==> config.mk <==
export PLATFORM = sky130hd
export DESIGN_NAME = sreg_slave
export DESIGN_NICKNAME = d
export VERILOG_FILES = /design/src/rtl/sreg_pkg.sv /design/src/rtl/sreg_sync.sv /design/src/rtl/sreg_frame.sv /design/src/rtl/sreg_file.sv /design/src/rtl/sreg_slave.sv
export SDC_FILE = /design/constraint.sdc
export NUM_CORES = 1
export LEC_CHECK = 0
export BUFFER_PORTS_ARGS = -buffer_cell sky130_fd_sc_hd__buf_2
export CORE_AREA = 2 2 220 222
export CTS_BUF_LIST = sky130_fd_sc_hd__clkbuf_8 sky130_fd_sc_hd__clkbuf_16
export DETAILED_ROUTE_END_ITERATION = 7
export DIE_AREA = 0 0 222 224
export PLACE_DENSITY = 0.75
export SKIP_CTS_REPAIR_TIMING = 1
export SYNTH_ARGS = -nofsm -noshare
export SYNTH_HDL_FRONTEND = slang
export SYNTH_HIERARCHICAL = 1
export SYNTH_SLANG_ARGS = --single-unit
==> constraint.sdc <==
create_clock -name clk -period 3.29 [get_ports clk]
set_clock_uncertainty 0.05 [all_clocks]
set_input_delay 0.1645 -clock clk [delete_from_list [all_inputs] [get_ports clk]]
set_output_delay 0.1645 -clock clk [all_outputs]
set_load 0.1 [all_outputs]
==> src/rtl/sreg_pkg.sv <==
package sreg_pkg;

  typedef enum logic [1:0] {
    PH_IDLE = 2'd0,
    PH_HDR  = 2'd1,
    PH_DATA = 2'd2
  } phase_t;

  // Pointer step with wrap at the top of the space.
  function automatic int unsigned ptr_step(input int unsigned p, input int unsigned depth);
    return (p + 1) % depth;
  endfunction

  // True when the pointer addresses one of the mirrored time registers.
  function automatic bit in_time_range(input int unsigned p, input int unsigned nclk);
    return p < nclk;
  endfunction

endpackage

==> src/rtl/sreg_sync.sv <==
module sreg_sync #(
  parameter int          WIDTH   = 3,
  parameter int          STAGES  = 2,
  parameter logic [WIDTH-1:0] RST_VAL = '0
) (
  input  logic             clk,
  input  logic             rst_n,
  input  logic [WIDTH-1:0] d,
  output logic [WIDTH-1:0] q
);

  logic [WIDTH-1:0] chain [STAGES];

  for (genvar s = 0; s < STAGES; s++) begin : g_stage
    always_ff @(posedge clk or negedge rst_n) begin
      if (!rst_n) chain[s] <= RST_VAL;
      else if (s == 0) chain[s] <= d;
      else chain[s] <= chain[(s == 0) ? 0 : s-1];
    end
  end

  assign q = chain[STAGES-1];

endmodule

==> src/rtl/sreg_frame.sv <==
module sreg_frame
  import sreg_pkg::*;
#(
  parameter int ADDR_W   = 6,
  parameter int DATA_W   = 8,
  parameter int CLK_REGS = 8
) (
  input  logic              clk,
  input  logic              rst_n,
  input  logic              sel_n_s,
  input  logic              sck_s,
  input  logic              sdi_s,
  input  logic [DATA_W-1:0] rd_byte,
  output logic [ADDR_W-1:0] ptr,
  output logic              wr_en,
  output logic [DATA_W-1:0] wr_data,
  output logic              byte_done,
  output logic              hdr_done,
  output logic              sdo,
  output logic              sdo_oe,
  output logic              hold
);

  localparam int DEPTH = 1 << ADDR_W;
  localparam int CNT_W = $clog2(DATA_W);
  localparam logic [CNT_W-1:0] LAST_BIT = CNT_W'(DATA_W - 1);

  phase_t            phase;
  logic              sck_q, sel_q;
  logic              is_wr;
  logic [CNT_W-1:0]  bit_idx;
  logic [DATA_W-1:0] rx_sh, rx_nx, tx_sh;
  logic              sdo_q;
  logic              sck_rise, sck_fall, framing;

  assign framing  = !sel_n_s && !sel_q && (phase != PH_IDLE);
  assign sck_rise = framing && sck_s && !sck_q;
  assign sck_fall = framing && !sck_s && sck_q;
  assign rx_nx    = {rx_sh[DATA_W-2:0], sdi_s};

  assign byte_done = sck_rise && (bit_idx == LAST_BIT) && (phase == PH_DATA);
  assign hdr_done  = sck_rise && (bit_idx == LAST_BIT) && (phase == PH_HDR);
  assign wr_en     = byte_done && is_wr;
  assign wr_data   = rx_nx;

  assign sdo_oe = (phase != PH_IDLE);
  assign sdo    = sdo_q && sdo_oe;
  assign hold   = (phase == PH_DATA) &&
                  in_time_range(int'(ptr), CLK_REGS);

  always_ff @(posedge clk or negedge rst_n) begin
    if (!rst_n) begin
      sck_q   <= 1'b0;
      sel_q   <= 1'b1;
      phase   <= PH_IDLE;
      is_wr   <= 1'b0;
      bit_idx <= '0;
      rx_sh   <= '0;
      tx_sh   <= '0;
      sdo_q   <= 1'b0;
      ptr     <= '0;
    end else begin
      sck_q <= sck_s;
      sel_q <= sel_n_s;
      if (sel_n_s) begin
        phase   <= PH_IDLE;
        bit_idx <= '0;
        sdo_q   <= 1'b0;
      end else if (sel_q) begin
        phase   <= PH_HDR;
        bit_idx <= '0;
        sdo_q   <= 1'b0;
      end else begin
        if (sck_rise) begin
          rx_sh   <= rx_nx;
          bit_idx <= (bit_idx == LAST_BIT) ? '0 : bit_idx + 1'b1;
          if (hdr_done) begin
            is_wr <= rx_nx[DATA_W-1];
            ptr   <= rx_nx[ADDR_W-1:0];
            phase <= PH_DATA;
          end else if (byte_done) begin
            ptr <= ADDR_W'(ptr_step(int'(ptr), DEPTH));
          end
        end
        if (sck_fall && (phase == PH_DATA) && !is_wr) begin
          if (bit_idx == '0) begin
            sdo_q <= rd_byte[DATA_W-1];
            tx_sh <= {rd_byte[DATA_W-2:0], 1'b0};
          end else begin
            sdo_q <= tx_sh[DATA_W-1];
            tx_sh <= {tx_sh[DATA_W-2:0], 1'b0};
          end
        end
      end
    end
  end

endmodule

==> src/rtl/sreg_file.sv <==
module sreg_file #(
  parameter int ADDR_W   = 6,
  parameter int DATA_W   = 8,
  parameter int CLK_REGS = 8
) (
  input  logic                       clk,
  input  logic                       rst_n,
  input  logic                       wr_en,
  input  logic [ADDR_W-1:0]          addr,
  input  logic [DATA_W-1:0]          wr_data,
  output logic [DATA_W-1:0]          rd_data,
  input  logic                       hold,
  input  logic                       tick_req,
  input  logic [CLK_REGS*DATA_W-1:0] time_in,
  output logic                       upd_fire,
  output logic                       pend
);

  localparam int DEPTH = 1 << ADDR_W;

  logic [DATA_W-1:0] mem [DEPTH];

  assign rd_data  = mem[addr];
  assign upd_fire = !hold && (pend || tick_req);

  always_ff @(posedge clk or negedge rst_n) begin
    if (!rst_n) pend <= 1'b0;
    else if (upd_fire) pend <= 1'b0;
    else if (tick_req) pend <= 1'b1;
  end

  always_ff @(posedge clk or negedge rst_n) begin
    if (!rst_n) begin
      for (int i = 0; i < DEPTH; i++) mem[i] <= '0;
    end else begin
      if (upd_fire)
        for (int i = 0; i < CLK_REGS; i++) mem[i] <= time_in[i*DATA_W +: DATA_W];
      if (wr_en) mem[addr] <= wr_data;
    end
  end

endmodule

==> src/rtl/sreg_slave.sv <==
module sreg_slave #(
  parameter int ADDR_W      = 6,
  parameter int DATA_W      = 8,
  parameter int CLK_REGS    = 8,
  parameter int SYNC_STAGES = 2
) (
  input  logic                       clk,
  input  logic                       rst_n,
  input  logic                       sel_n,
  input  logic                       sck,
  input  logic                       sdi,
  output logic                       sdo,
  output logic                       sdo_oe,
  input  logic                       tick_req,
  input  logic [CLK_REGS*DATA_W-1:0] time_in,
  output logic                       clk_hold
);

  logic [2:0]        pins_s;
  logic [ADDR_W-1:0] ptr;
  logic              wr_en, byte_done, hdr_done, upd_fire, pend;
  logic [DATA_W-1:0] wr_data, rd_byte;

  sreg_sync #(.WIDTH(3), .STAGES(SYNC_STAGES), .RST_VAL(3'b100)) u_sync (
    .clk(clk), .rst_n(rst_n), .d({sel_n, sck, sdi}), .q(pins_s)
  );

  sreg_frame #(.ADDR_W(ADDR_W), .DATA_W(DATA_W), .CLK_REGS(CLK_REGS)) u_frame (
    .clk(clk), .rst_n(rst_n),
    .sel_n_s(pins_s[2]), .sck_s(pins_s[1]), .sdi_s(pins_s[0]),
    .rd_byte(rd_byte), .ptr(ptr), .wr_en(wr_en), .wr_data(wr_data),
    .byte_done(byte_done), .hdr_done(hdr_done),
    .sdo(sdo), .sdo_oe(sdo_oe), .hold(clk_hold)
  );

  sreg_file #(.ADDR_W(ADDR_W), .DATA_W(DATA_W), .CLK_REGS(CLK_REGS)) u_file (
    .clk(clk), .rst_n(rst_n), .wr_en(wr_en), .addr(ptr), .wr_data(wr_data),
    .rd_data(rd_byte), .hold(clk_hold), .tick_req(tick_req), .time_in(time_in),
    .upd_fire(upd_fire), .pend(pend)
  );

endmodule

Yosys cells after proc, flatten, opt, wreduce, memory -nomap -nowiden
Cells that the tools add are included.

operators by class
  add/subtract/negate cells = 2
  order comparisons = 3
  equality and inequality tests = 3
  muxes and demuxes = 25
  bitwise logic cells = 3
  reduce and logical (&&, ||, !) cells = 35

operators with widths
  cell                                                                           number
  512-bit bitwise mux                                                            1
  512-bit two-way mux                                                            1
  64-bit two-way mux                                                             1
  8-bit binary-select mux with 6-bit select                                      1
  8-bit demux with 6-bit select                                                  1
  8-bit two-way mux                                                              4
  1-bit logical AND                                                              16
  3-bit two-way mux                                                              4
  6-bit two-way mux                                                              2
  3-bit nonzero test                                                             3
  2-bit two-way mux                                                              4
  4-bit AND reduction                                                            2
  7-bit greater-or-equal comparator (second input constant)                      1
  7-bit by 1-bit less-than comparator with 1-bit output (second input constant)  1
  6-bit inverter with 7-bit output                                               1
  6-bit by 1-bit adder with 6-bit output (second input constant)                 1
  1-bit logical NOT                                                              6
  6-bit by 4-bit less-than comparator with 1-bit output (second input constant)  1
  1-bit two-way mux                                                              6
  3-bit AND reduction                                                            2
  2-bit nonzero test                                                             3
  3-bit by 1-bit adder with 3-bit output (second input constant)                 1
  3-bit == test (second input constant)                                          1
  3-bit logical NOT                                                              1
  5 further kinds                                                                6

word-level totals
  register bits after elaboration = 549
  bits of input ports = 70
  output and inout bits = 3
  logic and storage cells = 147

Depth between registers and ports, before layout
Gate-level depths: netlist of run 1.

  depth after elaboration = 11
  mapped depth = 14
  depth with buffers taken out = 10

Hierarchy
The synthesis of run 1 kept the hierarchy.

by module, submodules not included
  module      times used  cells each  area each (µm²)  seq. area each (µm²)
  sreg_file   1           1,706       24,079.3         12,837.3
  sreg_frame  1           152         1,549.0          726.9
  sreg_sync   1           9           175.2            152.6

Least setup slack after synthesis of run 1
OpenSTA, ideal clock, no wires.

  kind = reg2reg
  start = register u_frame.phase[1]
  end = register u_file/mem[473] in the netlist's numbering
  library setup time = 130 ps
  arrival time = 5,083 ps
  data required time = 3,110 ps
  slack = -1,972 ps
  cell stages (with the launch flop) = 9
  buffers on the path = 3
  period minus slack after synthesis = 5,262 ps
  cell sequence = dfrtp_1 -> clkbuf_1 -> nand2_1 -> nor4_1 -> o21bai_1 -> buf_2 -> buf_1 -> mux2i_1 -> o21ai_0

between the ends
  elaborated cells on any way between the ends = 14
  classes of those cells = 1 x eq/ne; 3 x mux; 10 x reduce/logical

RTL lines
  item                            line              RTL
  start: declaration              sreg_frame.sv:28  phase_t phase;
  start signal: assignment        sreg_frame.sv:55  phase <= PH_IDLE;
  start signal: assignment        sreg_frame.sv:66  phase <= PH_IDLE;
  start signal: assignment        sreg_frame.sv:70  phase <= PH_HDR;
  2-bit == test *                 sreg_frame.sv:48  assign hold = (phase == PH_DATA) &&
  1-bit logical AND *             sreg_frame.sv:48
  via clk_hold                    sreg_slave.sv:16  output logic clk_hold
  1-bit logical NOT *             sreg_file.sv:24   assign upd_fire = !hold && (pend || tick_req);
  1-bit logical AND *             sreg_file.sv:24
  64-bit two-way mux *            sreg_file.sv:36   if (upd_fire)
  512-bit bitwise mux             sreg_file.sv:38   if (wr_en) mem[addr] <= wr_data;
  512-bit two-way mux *           sreg_file.sv:38
  end signal: indexed assignment  sreg_file.sv:38
  end: declaration                sreg_file.sv:21   logic [DATA_W-1:0] mem [DEPTH];

The timed path passes the listed nets; every way through them passes the cells marked *.
A chain may end at the register's enable or synchronous reset.

Worst setup path after layout of run 1
  start = register u_frame.bit_idx[0]
  end = register u_file/mem[460] in the netlist's numbering

between the ends
  word-level cells in the longest chain between the ends = 5

ends and longest elaborated chain
  item                            line              RTL
  start: declaration              sreg_frame.sv:31  logic [CNT_W-1:0] bit_idx;
  start signal: assignment        sreg_frame.sv:76  bit_idx <= (bit_idx == LAST_BIT) ? '0 : bit_idx + 1'b1;
  3-bit == test                   sreg_frame.sv:41  assign byte_done = sck_rise && (bit_idx == LAST_BIT) && (phase == PH_DATA);
  1-bit logical AND (2 in a row)  sreg_frame.sv:41
  1-bit logical AND               sreg_frame.sv:43  assign wr_en = byte_done && is_wr;
  via wr_en                       sreg_slave.sv:21  logic wr_en, byte_done, hdr_done, upd_fire, pend;
  512-bit two-way mux             sreg_file.sv:38

The timed path passes the listed nets, and every way through them passes these cells.

==> results.json, run 1 <==
{
  "status": "finished, final reports clean",
  "max_freq_ghz": 0.322,
  "syn_avg_cell_area_sq_um": 13.8,
  "pre_cts_ws_ns": 0.174,
  "critPathLaunchType": "flip-flop",
  "die_y_um": 224,
  "wl_um": 65900,
  "wl_per_cell_um": 24.6,
  "num_antenna_cells": 0,
  "die_area_sq_um": 49700,
  "fin_crit_ns": 3.10,
  "placed_area_sq_um": 27200,
  "vdd_drop_max_uv": 375,
  "crit_type": "reg2reg",
  "rows": 80,
  "drtPass1Iterations": 6,
  "timing.final.crit_share": 0.943,
  "worst_skew_pair.late_latency_ns": 0.60,
  "yosysWarnings": 6,
  "antenna_found_initial": 0,
  "grt_overflow_total": 0,
  "slew_viol_final": 0,
  "grt_pass1_wl_um": 100000,
  "drc": 0,
  "first_iter_violations": 1641,
  "cellLeakagePower_uw": 0.0141,
  "rrSetupSlack_ns": 0.19,
  "finalSetupViolCount": 0,
  "final_nets": 2089,
  "grt_max_degree": 96,
  "clock-sinks": 548,
  "io_buffers": 72,
  "syn-num-nets": 1940,
  "setup.worst_path.end_class": "flip-flop",
  "p_per_area_nw_per_um2": 465,
  "start_util": 0.545,
  "coreArea_sq_um": 47300,
  "ant_nets": 0,
  "track_usage": 0.260,
  "layout_setup_ws_ns": 0.188,
  "place.gp.congestion": 0.894,
  "die_width_um": 222,
  "syn2layout_area_growth_pct": 15.0,
  "grt_pass1_vias": 16900,
  "finalHoldViolations": 0,
  "cts_tree": "done",
  "holdWs_ns": 0.124,
  "worstPathRequired_ns": 3.66,
  "hp-class": "in2async",
  "power_switching_uw": 3100,
  "power_frac_comb": 0.046,
  "vias": 16800,
  "r2r-start": "u_frame/bit_idx[0]",
  "critPathArrivalTime_ns": 3.47,
  "regArea_sq_um": 13700,
  "htree_num_levels": 2,
  "fillers": 3392,
  "rsz0062_at_grt": "false",
  "multiInputGateArea_sq_um": 11300,
  "final_cell_area_sq_um": 29700,
  "power_uw": 13800,
  "drive_above_1_share": 0.422,
  "synth_area_sq_um": 25800,
  "seqPwrFrac": 0.504,
  "worst_slew_pin_slew_ns": 1.08,
  "fin_tns_setup_ns": 0,
  "max-cap-violations": 0,
  "relSlewSlack": 0.279,
  "numCtsBuffers": 54,
  "clockPowerShare": 0.450,
  "r2r_cells": 9,
  "place_hpwl_um": 42700,
  "swShare": 0.225,
  "critPathMaxFanout": 16,
  "internal-power_uw": 10700,
  "path_clk_slew_ns": 0.06,
  "io_pins": 73,
  "r2r-end": "u_file/mem[460]",
  "clockRootBuffer": "clkbuf_16",
  "clockBufferDepth": 3,
  "syn_inst": 1866,
  "vias_per_cell": 6.28
}
-- power by group through the flow --
stage | logic (uW) | registers, uW | clock network (uW)
detailed placement | 552 | 7060 | 0
global route | 686 | 6960 | 6600
CTS | 556 | 6940 | 6320
global placement | 535 | 7060 | 0
floorplan | 280 | 6980 | 0
finish | 632 | 6950 | 6220
-- placed cells by master, fill, tap and decap left out, types with 7 or more instances in the layout --
cell type / count
mux2i_1: 46
a211oi_1: 15
a22oi_1: 15
dfrtp_1: 535
buf_12: 14
nor2b_1: 19
buf_2: 71
nand4_1: 10
dfrtp_2: 8
o21ai_0: 21
clkinv_2: 13
mux4_2: 119
a31oi_1: 33
o21ai_1: 34
clkbuf_16: 57
mux2_1: 21
a221o_1: 7
o41ai_1: 7
nor2_2: 18
a21oi_1: 13
a22o_1: 21
nor2_1: 55
nand3_1: 17
inv_1: 20
buf_4: 91
clkbuf_8: 13
mux2_2: 433
nand2_1: 166
dlygate4sd3_1: 69
-- layer usage --
layer | GRT usage | up-vias | share of wire
li1 | - | 7133 | -
met1 | 0.356 | 8755 | 0.41
met2 | 0.432 | 747 | 0.49
met3 | 0.0455 | 150 | 0.067
met4 | 0.0782 | 0 | 0.031
met5 | 0 | - | 0
-- worst max path at each step --
stage | start | endpoint | slack [ns] | cells past startpoint
finish | u_frame/bit_idx[0] | u_file/mem[460] | 0.19 | 9
detailed placement | u_frame/bit_idx[0] | flip-flop | 0.17 | 10
global route | u_frame/bit_idx[0] | flip-flop | 0.005 | 10
floorplan | u_frame/phase[1] | u_file/mem[489] | 0.06 | 8
global placement | u_frame/bit_idx[0] | flip-flop | 0.28 | 9
CTS | u_frame/bit_idx[0] | flip-flop | 0.12 | 10
-- critical path: stages (launching register included) --
cell	delay, ns
dfrtp_1	0.40
ha_1	0.17
ha_1	0.20
nor3b_2	0.21
and2_4	0.19
and3_2	0.32
nand4b_1	0.21
or4_1	0.83
nor2_1	0.24
a31oi_1	0.08
-- stage by stage --
stage / util / cells
finish: 0.627 / 2672
global route: 0.627 / 2672
CTS: 0.612 / 2603
detailed placement: 0.574 / 2505
global placement: 0.574 / 2505
floorplan: - / 1866
-- final cells by class --
type | count | share of cell area
timing repair buffer | 246 | 0.0682
tap | 615 | 0.0259
inverter | 9 | 0.00122
clock inverter | 28 | 0.00675
clock buffer | 70 | 0.0541
sequential | 548 | 0.463
multi-input combinational | 1156 | 0.381
Power figures use the tool's default switching activity.
==> run 2: changes to the inputs <==
--- a/config.mk
+++ b/config.mk
@@ -11,6 +11,7 @@
 export DETAILED_ROUTE_END_ITERATION = 7
 export DIE_AREA = 0 0 222 224
 export PLACE_DENSITY = 0.75
+export RECOVER_POWER = 25
 export SKIP_CTS_REPAIR_TIMING = 1
 export SYNTH_ARGS = -nofsm -noshare
 export SYNTH_HDL_FRONTEND = slang
==> run 2 against run 1 <==
  * The flow now finishes with violations (capacitance limit, slew limit)
  * Count of clock-buffer cells in the layout stayed put
  * Critical path type unchanged
  * Sequential cell count unchanged
  * Largest cell class unchanged
  * Die area unchanged
  * Clock power hardly changed
  * Global-route usage unchanged
  * Worst setup slack worse by 0.0048 ns
  * Register-to-register slack hardly changed
  * Cell count unchanged
  * Via count is 0.32% higher
  * Core utilization down 0.15 points
  * Wire length hardly changed
==> results.json, run 2 (synthesis results as in run 1) <==
{
  "status": "complete, but fails checks",
  "violations": "capacitance limit, slew limit",
  "cts_tree": "done",
  "worst_skew_pair.late_latency_ns": 0.61,
  "worstPathRequired_ns": 3.67,
  "rows": 80,
  "cp_cell_sequence": "ha_1, ha_1, nor3b_2, and2_4, and3_2, nand4b_1, or4_1, nor2_1, a31oi_1",
  "die_width_um": 222,
  "drtPass1Iterations": 6,
  "clockBufferDepth": 3,
  "dp.cells": 2505,
  "worst_slew_pin_slew_ns": 1.86,
  "grt_overflow_total": 0,
  "coreArea_sq_um": 47300,
  "r2r-start": "u_frame/bit_idx[0]",
  "final_cell_mix": "dfrtp_1 (535), mux2_2 (433), nand2_1 (166)",
  "r2r_cells": 9,
  "start_util": 0.545,
  "path_buf_inv": 0,
  "finalSetupViolCount": 0,
  "first_iter_violations": 1505,
  "critPathMaxFanout": 16,
  "wl_um": 65800,
  "drc": 0,
  "cellLeakagePower_uw": 0.0140,
  "vdd_drop_max_uv": 377,
  "finalHoldViolations": 0,
  "antenna_found_initial": 0,
  "numCtsBuffers": 54,
  "ant_nets": 0,
  "p_per_area_nw_per_um2": 466,
  "drive_above_1_share": 0.420,
  "slew_viol_final": 34,
  "crit_type": "reg2reg",
  "setup.worst_path.start": "u_frame/bit_idx[0]",
  "path_delay_family": "simple AND/OR/NAND/NOR gates",
  "final_nets": 2089,
  "pre_cts_ws_ns": 0.174,
  "swShare": 0.224,
  "holdWs_ns": 0.0957,
  "critPathCapture": "u_file/mem[462]",
  "die_y_um": 224,
  "htree_num_levels": 2,
  "internal-power_uw": 10700,
  "vias_per_cell": 6.30,
  "final_cells": 2672,
  "grt_max_degree": 96,
  "fin_crit_ns": 3.11,
  "max_freq_ghz": 0.322,
  "track_usage": 0.260,
  "r2r-end": "u_file/mem[462]",
  "io_pins": 73,
  "rrSetupSlack_ns": 0.18,
  "path_clk_slew_ns": 0.06,
  "syn2layout_area_growth_pct": 14.8,
  "slowest_delay_ns": 0.83,
  "power_switching_uw": 3090,
  "grt_pass1_wl_um": 100000,
  "io_buffers": 72,
  "seqPwrFrac": 0.504,
  "place.gp.congestion": 0.894,
  "layout_setup_ws_ns": 0.183,
  "grt_pass1_vias": 16900,
  "clockRootBuffer": "clkbuf_16",
  "power_uw": 13800,
  "die_area_sq_um": 49700,
  "max-cap-violations": 1,
  "critPathArrivalTime_ns": 3.49,
  "clock-sinks": 548,
  "layout_commonest_cell": "dfrtp_1",
  "cpMostUsedCell": "ha_1",
  "place_hpwl_um": 42700,
  "setup.worst_path.end_class": "flip-flop",
  "timing.final.crit_share": 0.944,
  "relSlewSlack": -0.241,
  "wl_per_cell_um": 24.6,
  "hp-class": "in2async",
  "critPathSlowestCell": "or4_1",
  "fin_tns_setup_ns": 0,
  "cp.depth": 9,
  "rsz0062_at_grt": "false",
  "vias": 16800,
  "power_frac_comb": 0.045,
  "critPathLaunchType": "flip-flop",
  "clockPowerShare": 0.451,
  "num_antenna_cells": 0
}
## run 2: cell types whose count changed in the layout (fill, tap and decap cells not counted), sizes merged
cell	before	now
clkbuf	70	76
buf	177	171
## run 2: cell type report
class	count	area, sq um
repair buffers	246	1960
clock buffers	70	1610
clock inverters	28	200
fillers	3394	17700
inverters	9	36.3
flip-flops and latches	548	13700
multi-input cells	1156	11300
well taps	615	769
## run 2: how the worst min path moves through the flow
stage | start | endpoint | cells past startpoint
2_1_floorplan | rst_n | async pin | 0
5_1_grt | sel_n | u_sync/chain[5] | 2
3_5_place_dp | rst_n | u_sync/q[0] | 1
6_report | rst_n | u_sync/q[0] | 2
4_1_cts | rst_n | u_sync/q[0] | 1
3_3_place_gp | rst_n | u_sync/q[0] | 1
## run 2: metrics by stage
step / area [sq um] / utilization
floorplan: 25800 / -
global placement: 27200 / 0.574
detailed placement: 27200 / 0.574
CTS: 29000 / 0.612
global route: 29600 / 0.625
finish: 29600 / 0.625
## run 2: power by group through the flow
stage               sequential, uW  clock (uW)  combinational, uW
global route                  6960        6600                676
CTS                           6940        6320                556
floorplan                     6980           0                280
finish                        6950        6210                621
detailed placement            7060           0                552
global placement              7060           0                535
## run 2: metal layers
layer,GRT usage,up-vias,wire [um]
met5,0,-,0
met4,0.0782,0,2070
met3,0.0455,145,4490
met2,0.432,718,32100
met1,0.356,8843,27100
li1,-,7132,-
